--- config.mk ---
export PLATFORM = sky130hd
export DESIGN_NAME = dpram_mailbox_irq
export DESIGN_NICKNAME = d
export VERILOG_FILES = /design/src/rtl/mbx_pkg.sv /design/src/rtl/mbx_port_decode.sv /design/src/rtl/mbx_irq_flag.sv /design/src/rtl/dpram_mailbox_irq.sv
export SDC_FILE = /design/constraint.sdc
export NUM_CORES = 1
export LEC_CHECK = 0
export ABC_AREA = 1
export BUFFER_PORTS_ARGS = -buffer_cell sky130_fd_sc_hd__buf_4
export CORE_AREA = 2 2 39 41
export CTS_CLUSTER_DIAMETER = 30
export DETAILED_ROUTE_END_ITERATION = 8
export DIE_AREA = 0 0 41 43
export SYNTH_ARGS = -nofsm -noshare
export SYNTH_HDL_FRONTEND = slang
export SYNTH_HIERARCHICAL = 1
export SYNTH_SLANG_ARGS = --single-unit
--- constraint.sdc ---
create_clock -name clk -period 1.9 [get_ports clk]
set_clock_uncertainty 0.2 [all_clocks]
set_input_delay 0.19 -clock clk [delete_from_list [all_inputs] [get_ports clk]]
set_output_delay 0.19 -clock clk [all_outputs]
set_load 0.05 [all_outputs]
--- src/rtl/mbx_pkg.sv ---
package mbx_pkg;

  typedef enum logic {
    SIDE_LEFT  = 1'b0,
    SIDE_RIGHT = 1'b1
  } side_e;

  // Decoded effect of one port's access in the current cycle.
  typedef struct packed {
    logic ring_peer;  // raise the opposite port's interrupt
    logic ack_own;    // clear this port's own interrupt
  } mbx_req_t;

endpackage

--- src/rtl/mbx_port_decode.sv ---
module mbx_port_decode
  import mbx_pkg::*;
#(
  parameter int    AW   = 15,
  parameter side_e SIDE = SIDE_LEFT
) (
  input  logic          clk,
  input  logic          rst_n,
  input  logic          en,
  input  logic          we,
  input  logic          busy,
  input  logic [AW-1:0] addr,
  output mbx_req_t      req
);

  localparam logic [AW-1:0] TOP_WORD  = {AW{1'b1}};
  localparam logic [AW-1:0] NEXT_WORD = TOP_WORD - 1'b1;
  localparam logic [AW-1:0] OWN_WORD  = (SIDE == SIDE_RIGHT) ? TOP_WORD : NEXT_WORD;
  localparam logic [AW-1:0] PEER_WORD = (SIDE == SIDE_RIGHT) ? NEXT_WORD : TOP_WORD;

  logic granted;
  logic hit_own;
  logic hit_peer;

  always_comb begin
    granted       = en && !busy;
    hit_own       = (addr == OWN_WORD);
    hit_peer      = (addr == PEER_WORD);
    req.ring_peer = granted && we && hit_peer;
    req.ack_own   = granted && !we && hit_own;
  end

  // a port that lost arbitration produces no mailbox effect
  p_busy_silences_r6: assert property (@(posedge clk) disable iff (!rst_n)
    busy |-> (req == '0));

  // writing the own mailbox word is inert
  p_own_write_inert_r9: assert property (@(posedge clk) disable iff (!rst_n)
    (en && we && addr == OWN_WORD) |-> (req == '0));

  // disabled port never acts
  p_idle_inert_r10: assert property (@(posedge clk) disable iff (!rst_n)
    !en |-> (req == '0));

endmodule

--- src/rtl/mbx_irq_flag.sv ---
module mbx_irq_flag (
  input  logic clk,
  input  logic rst_n,
  input  logic set,
  input  logic clr,
  output logic irq_n
);

  always_ff @(posedge clk) begin
    if (!rst_n)      irq_n <= 1'b1;
    else if (set)    irq_n <= 1'b0;   // set outranks clear
    else if (clr)    irq_n <= 1'b1;
  end

  // set wins over a simultaneous clear
  p_set_wins_r8: assert property (@(posedge clk) disable iff (!rst_n)
    set |=> !irq_n);

  // a lone clear releases the line
  p_clear_releases_r4: assert property (@(posedge clk) disable iff (!rst_n)
    (clr && !set) |=> irq_n);

  // without a request the line holds
  p_hold_r5: assert property (@(posedge clk) disable iff (!rst_n)
    (!set && !clr) |=> $stable(irq_n));

endmodule

--- src/rtl/dpram_mailbox_irq.sv ---
module dpram_mailbox_irq
  import mbx_pkg::*;
#(
  parameter int AW = 15
) (
  input  logic          clk,
  input  logic          rst_n,
  input  logic          l_en,
  input  logic          l_we,
  input  logic [AW-1:0] l_addr,
  input  logic          l_busy,
  input  logic          r_en,
  input  logic          r_we,
  input  logic [AW-1:0] r_addr,
  input  logic          r_busy,
  output logic          l_int_n,
  output logic          r_int_n
);

  localparam int              NPORT     = 2;
  localparam logic [AW-1:0]   TOP_WORD  = {AW{1'b1}};
  localparam logic [AW-1:0]   NEXT_WORD = TOP_WORD - 1'b1;

  logic [NPORT-1:0] en_a, we_a, busy_a, irq_n_a;
  logic [AW-1:0]    addr_a [NPORT];
  mbx_req_t         req_a  [NPORT];

  always_comb begin
    en_a      = {r_en, l_en};
    we_a      = {r_we, l_we};
    busy_a    = {r_busy, l_busy};
    addr_a[0] = l_addr;
    addr_a[1] = r_addr;
  end

  for (genvar p = 0; p < NPORT; p++) begin : g_port
    mbx_port_decode #(
      .AW   (AW),
      .SIDE (side_e'(p))
    ) u_dec (
      .clk   (clk),
      .rst_n (rst_n),
      .en    (en_a[p]),
      .we    (we_a[p]),
      .busy  (busy_a[p]),
      .addr  (addr_a[p]),
      .req   (req_a[p])
    );

    mbx_irq_flag u_flag (
      .clk   (clk),
      .rst_n (rst_n),
      .set   (req_a[NPORT-1-p].ring_peer),
      .clr   (req_a[p].ack_own),
      .irq_n (irq_n_a[p])
    );
  end

  assign l_int_n = irq_n_a[0];
  assign r_int_n = irq_n_a[1];

  // right interrupt only falls after a granted left write to the top word
  p_r_fall_cause_r2: assert property (@(posedge clk) disable iff (!rst_n)
    $fell(r_int_n) |-> $past(l_en && l_we && !l_busy && l_addr == TOP_WORD));

  // left interrupt only falls after a granted right write to the next word
  p_l_fall_cause_r3: assert property (@(posedge clk) disable iff (!rst_n)
    $fell(l_int_n) |-> $past(r_en && r_we && !r_busy && r_addr == NEXT_WORD));

  // right interrupt only rises after the right port reads its own word
  p_r_rise_cause_r4: assert property (@(posedge clk) disable iff (!rst_n)
    $rose(r_int_n) |-> $past(r_en && !r_we && !r_busy && r_addr == TOP_WORD));

  // left interrupt only rises after the left port reads its own word
  p_l_rise_cause_r4: assert property (@(posedge clk) disable iff (!rst_n)
    $rose(l_int_n) |-> $past(l_en && !l_we && !l_busy && l_addr == NEXT_WORD));

endmodule

==> results summary, run 1 <==
The register with the most flip-flops in the layout has 2 of them. The worst hold path terminates at g_port[1].u_flag/irq_n. The slowest stage cell on the critical path is sky130_fd_sc_hd__dfxtp_1. Data on the critical path is required at its endpoint by between 1.5 and 2 ns. The number of DRC violations after detailed-routing iteration 0 came out at 5. The fraction of final layout cells with drive strength greater than 1 is 48.9%. The most common cell in the synthesized netlist is sky130_fd_sc_hd__nand2_1. Dividing the detail-routed via count by the number of cells gives 3.91. The number of antenna repair diodes is 0. Counting flops and latches in the post-synthesis netlist gives 2. The global-route wire length before repair is 1.39 mm. Summed over all failing endpoints, the final setup total negative slack is 0 ns.

The number of global-route vias before repair is around 420. The initial cell density of the core is 18.0%. The count of input and output buffers came out at 39. Once the clock tree was built, the setup fixing pass inserted 0 buffers. Of all cell types, the one taking the most synthesized area is sky130_fd_sc_hd__nand2_1. The remaining antenna violation count came out at 0. The final weighted congestion in routability-driven placement came out at 0.732. The delay of the slowest cell on the worst path came out at 0.32 ns.

The insertion delay of the later-clocked pin in the worst-skew pair came out at between 0.2 and 0.25 ns. The full die area came out at 1760 µm². The number of iterations in the first detailed-routing pass is 4. The root buffer cell chosen for the clock tree is sky130_fd_sc_hd__clkbuf_4. The met3 track demand over resource came out at approximately 5.8%. The layout overhead on the synthesized area came out at 139%.

Counting flops with an async set or reset pin after synthesis yields a share of 0%. Setup repair after global routing left no endpoint under its margin. The register clock-pin slew on the reported worst setup and hold paths came out at 0.03 ns. When the netlist entered floorplanning its net count stood at 89. The average size of a mapped cell is 4.88 µm². Counting flops per register, the top entry is g_port.u_flag/irq_n. The count of standard-cell rows is 14.

Dividing the detail-routed wire length by the instance count gives 7.95 µm. The distinct cell type count of the synthesized netlist is 8. The total routing usage reported by global routing is 11.5%.

The top cell type's share of synthesized area is 30.2%. The count of synthesis-stage warnings from yosys is 6. The max-slew violation total from the final report is 0. Counting I/O delays and the setup requirement, the final critical path takes 1.13 ns. The worst register-to-register path begins at g_port[0].u_flag/irq_n. The largest registers in the layout are g_port.u_flag/irq_n x2.

The relative slew slack came out at about 90%. The reported leakage power is 0.000312 µW. From left edge to right edge, the die measures 41 µm. The number of enable flip-flop cells after synthesis came out at 0. The achievable frequency is between 0.8 and 0.9 GHz.

The worst-case clock buffer depth came out at 2. The worst setup path is captured at a primary output. For the pin with the worst max-slew slack, the measured transition is 0.150 ns. Of all nets on the critical path, the largest fanout is 2. The final cell count without fillers came out at 110. The total number of cells along the worst setup path came out at 1. Counting instances in the post-synthesis netlist gives the leading cell types as sky130_fd_sc_hd__nand2_1 (20), sky130_fd_sc_hd__nor2_1 (10), sky130_fd_sc_hd__inv_1 (7), sky130_fd_sc_hd__nand3_1 (4), sky130_fd_sc_hd__nor2_2 (4). The critical path goes through buf_4. The cell depth of the worst hold path came out at 5. The CTS buffer count is 3. The flip-flop cell with the highest count after synthesis is sky130_fd_sc_hd__dfxtp_1. The post-detailed-route DRC marker count is 0. The minimum setup slack among reg-to-reg paths came out at 1.10 ns.

The y dimension of the die came out at 43 µm. The remaining global-route overflow came out at 0. met2 is the most crowded layer. The tool flagged a number of max-cap violations equal to 0. The min-delay analysis places its worst path in the category input port to flip-flop. In the global route stage, met1 resource usage came out at 9.58%. The count of boundary I/O pins is 40. The worst reg-to-reg path cell count is 2. The count of final setup violators came out at 0. The HPWL after detailed placement is about 790 µm. The number of instances in the synthesized netlist is 51.

The final-layout fill cell count is roughly 150. For this block, the via count after detailed routing is 430. Cells fill 42.9% of the core in the end. For this run, the register share of the synthesized area comes to between 10% and 20%. The flow ran to the end, and the final reports show no timing, DRC or antenna violations. The maximum number of pins on one net before global-route repair is 3. Global routing used 20.0% of the available met2 tracks. In this run the number of H-tree levels came out at 1.

The post-synth design cell area came out at 249 µm². The cell total after placement is 106. After floorplanning, the core was sized to cover between 1000 and 1500 µm².

For this block, the routed nets add up to 875 µm of wire. TritonCTS built the clock tree. The critical path is of the flip-flop to primary output type.

The peak supply drop is 0.175 mV. STA classifies the critical path startpoint as a flip-flop. In this run the most critical hold path is launched from r_addr[14]. In the post-synthesis netlist, the biggest area contributors are sky130_fd_sc_hd__nand2_1 (30%), sky130_fd_sc_hd__dfxtp_1 (16%), sky130_fd_sc_hd__nor2_1 (15%).

The final count of hold timing violations came out at 0. Counting both buffers and inverters, the worst setup path holds a total of 1. The share of the clock period used by the worst path is 59.7%. CTS saw 2 sinks. The capture instance of the worst register-to-register path is g_port[0].u_flag/irq_n. The cell area power density came out at about 350 nW/µm². The number of antenna violations at the first check in global routing came out at 0. The final layout contains 134 nets. The critical path arrival is 0.74 ns.

The critical path's top delay family is flip-flops.
## cell usage in the layout (no fill, tap or decap)
cell	n
sky130_fd_sc_hd__buf_4	39
sky130_fd_sc_hd__clkbuf_4	3
sky130_fd_sc_hd__dfxtp_1	2
sky130_fd_sc_hd__dlygate4sd3_1	1
sky130_fd_sc_hd__inv_1	7
sky130_fd_sc_hd__nand2_1	20
sky130_fd_sc_hd__nand3_1	4
sky130_fd_sc_hd__nand3b_1	2
sky130_fd_sc_hd__nor2_1	10
sky130_fd_sc_hd__nor2_2	4
sky130_fd_sc_hd__o21ai_1	2
## where the power goes
| part | leakage (µW) | switching [µW] | internal [µW] |
|---|---|---|---|
| Combinational | 0.000282 | 21.0 | 55.9 |
| Clock | 0.0000138 | 21.3 | 69.4 |
| Sequential | 0.0000162 | 0.000174 | 42.4 |
| Total | 0.000312 | 42.3 | 168 |
## cells by family after synthesis
logic type,Yosys count,share of synthesized area (%)
AND/OR/NAND/NOR,40,69.3
buffers and inverters,7,10.6
flip-flops,2,16.1
AO/OA/AOI/OAI,2,4.02
## routing by layer
layer,up-vias,wire length (µm)
met3,0,95
met1,174,296
li1,241,-
met2,15,483
met4,0,0
met5,-,0
## how the worst max path moves through the flow
| stage | from | end |
|---|---|---|
| 2_1_floorplan | g_port[0].u_flag/irq_n | g_port[0].u_flag/irq_n |
| 3_3_place_gp | r_busy | g_port[0].u_flag/irq_n |
| 3_5_place_dp | r_busy | g_port[0].u_flag/irq_n |
| 4_1_cts | g_port[0].u_flag/irq_n | l_int_n |
| 5_1_grt | g_port[0].u_flag/irq_n | l_int_n |
| 6_report | g_port[0].u_flag/irq_n | l_int_n |
## timing repair
action                                 CTS  global route
resized for setup                        0             0
hold buffers                             1             0
endpoints found under the hold margin    2             0
setup endpoints to repair                0             0
## layout make-up
class | count | area [µm²] | area share [%]
flip-flops and latches | 2 | 40.0 | 6.74
repair buffers | 40 | 303 | 50.9
well taps | 16 | 20.0 | 3.37
inverters | 7 | 26.3 | 4.42
clock buffers | 3 | 22.5 | 3.79
multi-input cells | 42 | 183 | 30.7
## per-stage QoR
| step | instance area, µm² | total power, µW | setup slack [ns] | hold WS, ns |
|---|---|---|---|---|
| floorplan | 249 | 59.0 | 0.849 | 0.0588 |
| global placement | 562 | 117 | 0.768 | 0.167 |
| detailed placement | 562 | 119 | 0.771 | 0.169 |
| CTS | 594 | 218 | 0.758 | 0.180 |
| global route | 594 | 231 | 0.730 | 0.230 |
| finish | 594 | 210 | 0.766 | 0.183 |
Power figures use the tool's default switching activity.
==> run 2: changes to the inputs <==
--- a/config.mk
+++ b/config.mk
@@ -5,7 +5,7 @@
 export SDC_FILE = /design/constraint.sdc
 export NUM_CORES = 1
 export LEC_CHECK = 0
-export ABC_AREA = 1
+export ABC_AREA = 0
 export BUFFER_PORTS_ARGS = -buffer_cell sky130_fd_sc_hd__buf_4
 export CORE_AREA = 2 2 39 41
 export CTS_CLUSTER_DIAMETER = 30
==> constraint.sdc (replaced) <==
create_clock -name clk -period 1 [get_ports clk]
set_clock_uncertainty 0.2 [all_clocks]
set_input_delay 0.1 -clock clk [delete_from_list [all_inputs] [get_ports clk]]
set_output_delay 0.1 -clock clk [all_outputs]
set_load 0.05 [all_outputs]
==> results summary, run 2 <==
The area used by multi-input combinational logic came out at 135 µm² (was 183 µm²). The worst-case clock buffer depth came to 2 (unchanged). The number of iterations in the first detailed-routing pass came to 1 (was 4). The average size of a mapped cell is 8.13 µm² (was 4.88 µm²).

The width of the die is 41 µm (unchanged). The start-to-end type of the worst setup path is input port to flip-flop (was flip-flop to primary output). The data required time of the worst path came out at 0.94 ns (was 1.51 ns).

The CTS buffer count is 3 (unchanged). The count of standard-cell rows is 14 (unchanged). The cell area power density is 687 nW/µm² (was 353 nW/µm²). The number of vias in the routed layout is 370 (was 430). The count of input and output buffers is 39 (unchanged).

The peak supply drop was 0.286 mV (was 0.175 mV). The number of maximum-capacitance violations came out at 0 (unchanged). The number of buffers and inverters on the critical path is 1 (unchanged). The total power came out at 385 µW (was 210 µW).

The number of levels the H-tree was split into is 1 (unchanged). The post-detailed-route wirelength per cell is 10.7 µm (was 7.95 µm). The critical path arrival came to 0.95 ns (was 0.74 ns).

The most common cell in the synthesized netlist is sky130_fd_sc_hd__nand4_1 (was sky130_fd_sc_hd__nand2_1). The sink count of the clock tree came out at 2 (unchanged). RSZ-0062 raised after global routing: yes (was no). The total half-perimeter wirelength after legalization and detailed placement was 729 µm (was 789 µm). The max-slew violation total from the final report was 0 (unchanged). The total routing usage reported by global routing came out at 9.31% (was 11.5%). The remaining antenna violation count was 0 (unchanged). The nature of the critical path startpoint is an input port (was flip-flop). The worst-case hold slack came out at -0.00393 ns (was 0.183 ns). Commonest cells after routing, fill and taps aside: sky130_fd_sc_hd__buf_4 (34), sky130_fd_sc_hd__nand4_1 (6), sky130_fd_sc_hd__buf_6 (4) (was sky130_fd_sc_hd__buf_4 (39), sky130_fd_sc_hd__nand2_1 (20), sky130_fd_sc_hd__nor2_1 (10)). The count of boundary I/O pins came to 40 (unchanged). The final critical-path setup slack came to -0.00589 ns (was 0.766 ns). The register clock-pin slew on the reported worst setup and hold paths came to 0.03 ns (about the same). The per-cell via count in the routed design was 4.63 (was 3.91). The fraction of final layout cells with drive strength greater than 1 is 76.6% (was 48.9%). The final count of hold timing violations came out at 1 (was 0). Result of the run: finished, violations left (was completed). The post-synth design cell area came to 163 µm² (was 249 µm²). The combinational power share is 33.5% (was 36.6%).

The top cell type's share of synthesized area was 24.6% (was 30.2%). The final weighted congestion in routability-driven placement came out at 0.625 (was 0.732). The share of the clock period used by the worst path came out at 101%.

The type of the worst min-delay path was input port to flip-flop (unchanged). The sequential cell area fraction in the yosys report is 24.6% (was 16.1%). The total core area is 1380 µm² (unchanged).

The type of element capturing the critical path is a flip-flop (was primary output). The number of antenna repair diodes came to 0 (unchanged). The insertion delay of the later-clocked pin in the worst-skew pair is 0.22 ns (about the same). The delay of the slowest cell on the worst path is 0.30 ns (was 0.32 ns). The number of synthesized register bits was 2 (unchanged).

The net switching power came out at 69.8 µW (was 42.3 µW). The final-layout fill cell count came out at 156 (was 154). The register area came out at 42.5 µm² (was 40.0 µm²). Critical-path cell list: buf_6, nand4_1, nor4_2, nor3b_2, nor2_1, o21ai_1 (was buf_4). The number of hold buffers added after CTS is 1 (unchanged).

The TritonCTS clock tree is yes (unchanged). The post-detailed-route DRC marker count was 0 (unchanged). The final cell count without fillers was 80 (was 110). The relative slew slack came to 85.2% (was 90.1%). The distinct cell type count of the synthesized netlist was 9 (was 8). The number of global-route vias before repair came out at 309 (was 419). The cell accounting for the most synthesized area is sky130_fd_sc_hd__dfxtp_1 (was sky130_fd_sc_hd__nand2_1). The proportion of register bits with asynchronous set or reset after synthesis was 0% (unchanged). The part of the power in the clock network came to 45.6% (was 43.2%). The count of final setup violators came to 1 (was 0). The slowest stage cell on the critical path was sky130_fd_sc_hd__nor4_2 (was sky130_fd_sc_hd__dfxtp_1). The number of enable flip-flop cells after synthesis is 0 (unchanged).

The clock root buffer master is sky130_fd_sc_hd__clkbuf_4 (unchanged). Largest registers in the final layout: g_port.u_flag/irq_n x2 (unchanged). The maximum number of pins on one net before global-route repair is 3 (unchanged). The critical-path maximum fanout is 2 (unchanged). The global-route wire length before repair is 1.01 mm (was 1.39 mm). The number of antenna violations at the first check in global routing came out at 0 (unchanged). The transition time at the pin with the least slew margin came out at 0.221 ns (was 0.150 ns).

The count of synthesis-stage warnings from yosys was 6 (unchanged). The top register by number of flip-flops is g_port.u_flag/irq_n (unchanged). The y dimension of the die is 43 µm (unchanged). The internal power came out at 315 µW (was 168 µW). The number of instances in the synthesized netlist came out at 20 (was 51). The checks that failed: negative hold slack, negative setup slack. The reported leakage power is 0.000270 µW (was 0.000312 µW). The commonest non-fill, non-tap cell in the layout is sky130_fd_sc_hd__buf_4 (unchanged). The overall routed net length came to 859 µm (was 875 µm). The remaining global-route overflow came out at 0 (unchanged). The achievable frequency came out at a little under 1 GHz.

The number of DRC violations after detailed-routing iteration 0 is 0 (was 5). The fraction of power consumed by sequential logic is 20.9% (was 20.2%). The flip-flop cell with the highest count after synthesis is sky130_fd_sc_hd__dfxtp_1 (unchanged). The total number of nets in the final design is 104 (was 134).

The critical path's top delay family is simple AND/OR/NAND/NOR gates (was flip-flops). The fraction of power spent switching nets is 18.1% (was 20.1%). The total nets after synthesis was 58 (was 89). The layout overhead on the synthesized area is 245% (was 139%). The full die area came out at 1760 µm² (unchanged). The initial cell density of the core is 11.8% (was 18.0%). Main area contributors after synthesis: sky130_fd_sc_hd__dfxtp_1 (25%), sky130_fd_sc_hd__nand4_1 (23%), sky130_fd_sc_hd__and3b_1 (11%) (was sky130_fd_sc_hd__nand2_1 (30%), sky130_fd_sc_hd__dfxtp_1 (16%), sky130_fd_sc_hd__nor2_1 (15%)).

The cell total after placement was 75 (was 106). The minimum period implied by the final worst setup slack is just over 1 ns. The number of flip-flops in the largest register is 2 (unchanged).
## run 2: cell types whose count changed after synthesis, moves of 4 or more
cell                      previous run  this run
sky130_fd_sc_hd__nor2_2              4         0
sky130_fd_sc_hd__nand4_1             0         6
sky130_fd_sc_hd__nor2_1             10         2
sky130_fd_sc_hd__nand2_1            20         0
sky130_fd_sc_hd__nand3_1             4         0
sky130_fd_sc_hd__inv_1               7         0
## run 2: cells by family (layout without fill, tap and decap cells)
| group | count (synthesis) | count (layout) | share of synthesized area [%] |
|---|---|---|---|
| flip-flops | 2 | 2 | 24.6 |
| buffers and inverters | 0 | 44 | 0 |
| AND/OR/NAND/NOR | 16 | 16 | 69.2 |
| AO/OA/AOI/OAI | 2 | 2 | 6.15 |
## run 2: power groups by stage
stage | combinational, µW | sequential, µW | clock [µW]
6_report | 129 | 80.4 | 176
5_1_grt | 139 | 80.3 | 195
4_1_cts | 124 | 80.4 | 187
3_5_place_dp | 120 | 81.4 | 0
3_3_place_gp | 118 | 81.4 | 0
2_1_floorplan | 7.52 | 81.4 | 0
## run 2: through the flow
step           util, %  setup slack [ns]  instance area [µm²]   TNS, ns
5_1_grt           40.5            -0.125                  561    -0.232
6_report          40.5          -0.00589                  561  -0.00589
4_1_cts           39.0           -0.0452                  539   -0.0600
3_5_place_dp      34.5            -0.302                  478    -0.554
2_1_floorplan        -           -0.0548                  165    -0.101
3_3_place_gp      34.5            -0.256                  478    -0.467
## run 2: final cells by class
cell class / instances / area share (%)
Timing Repair Buffer: 41 / 60.7
Multi-Input combinational cell: 18 / 24.1
Sequential cell: 2 / 7.59
Clock buffer: 3 / 4.02
Tap cell: 16 / 3.57
## run 2: worst register-to-register path, delay by kind of cell (launching register included)
family	cells	cell delay, ns
buf+inv	1	0.12
flops	1	0.31
simple gates	1	0.10
compound gates	1	0.07
## run 2: final timing paths
kind | to | cells past startpoint | startpoint | slack [ns]
worst max-delay path | g_port[0].u_flag/irq_n | 6 | l_addr[12] | -0.006
worst min-delay path | g_port[0].u_flag/irq_n | 4 | l_addr[0] | -0.004
worst max register to register | g_port[0].u_flag/irq_n | 3 | g_port[0].u_flag/irq_n | 0.08
worst min register to register | g_port[1].u_flag/irq_n | 2 | g_port[1].u_flag/irq_n | 0.32
## run 2: what timing repair did
item,4_1_cts,5_1_grt
endpoints found under the hold margin,2,1
setup endpoints to repair,4,4
setup buffers,1,0
gates resized for setup,5,5
## run 2: layer usage
layer	up-vias	GRT usage [%]	share of wire, %
li1	176	-	-
met1	155	6.69	23
met2	39	15.6	49
met3	0	5.24	27
met4	0	8.00	0
met5	-	0	0
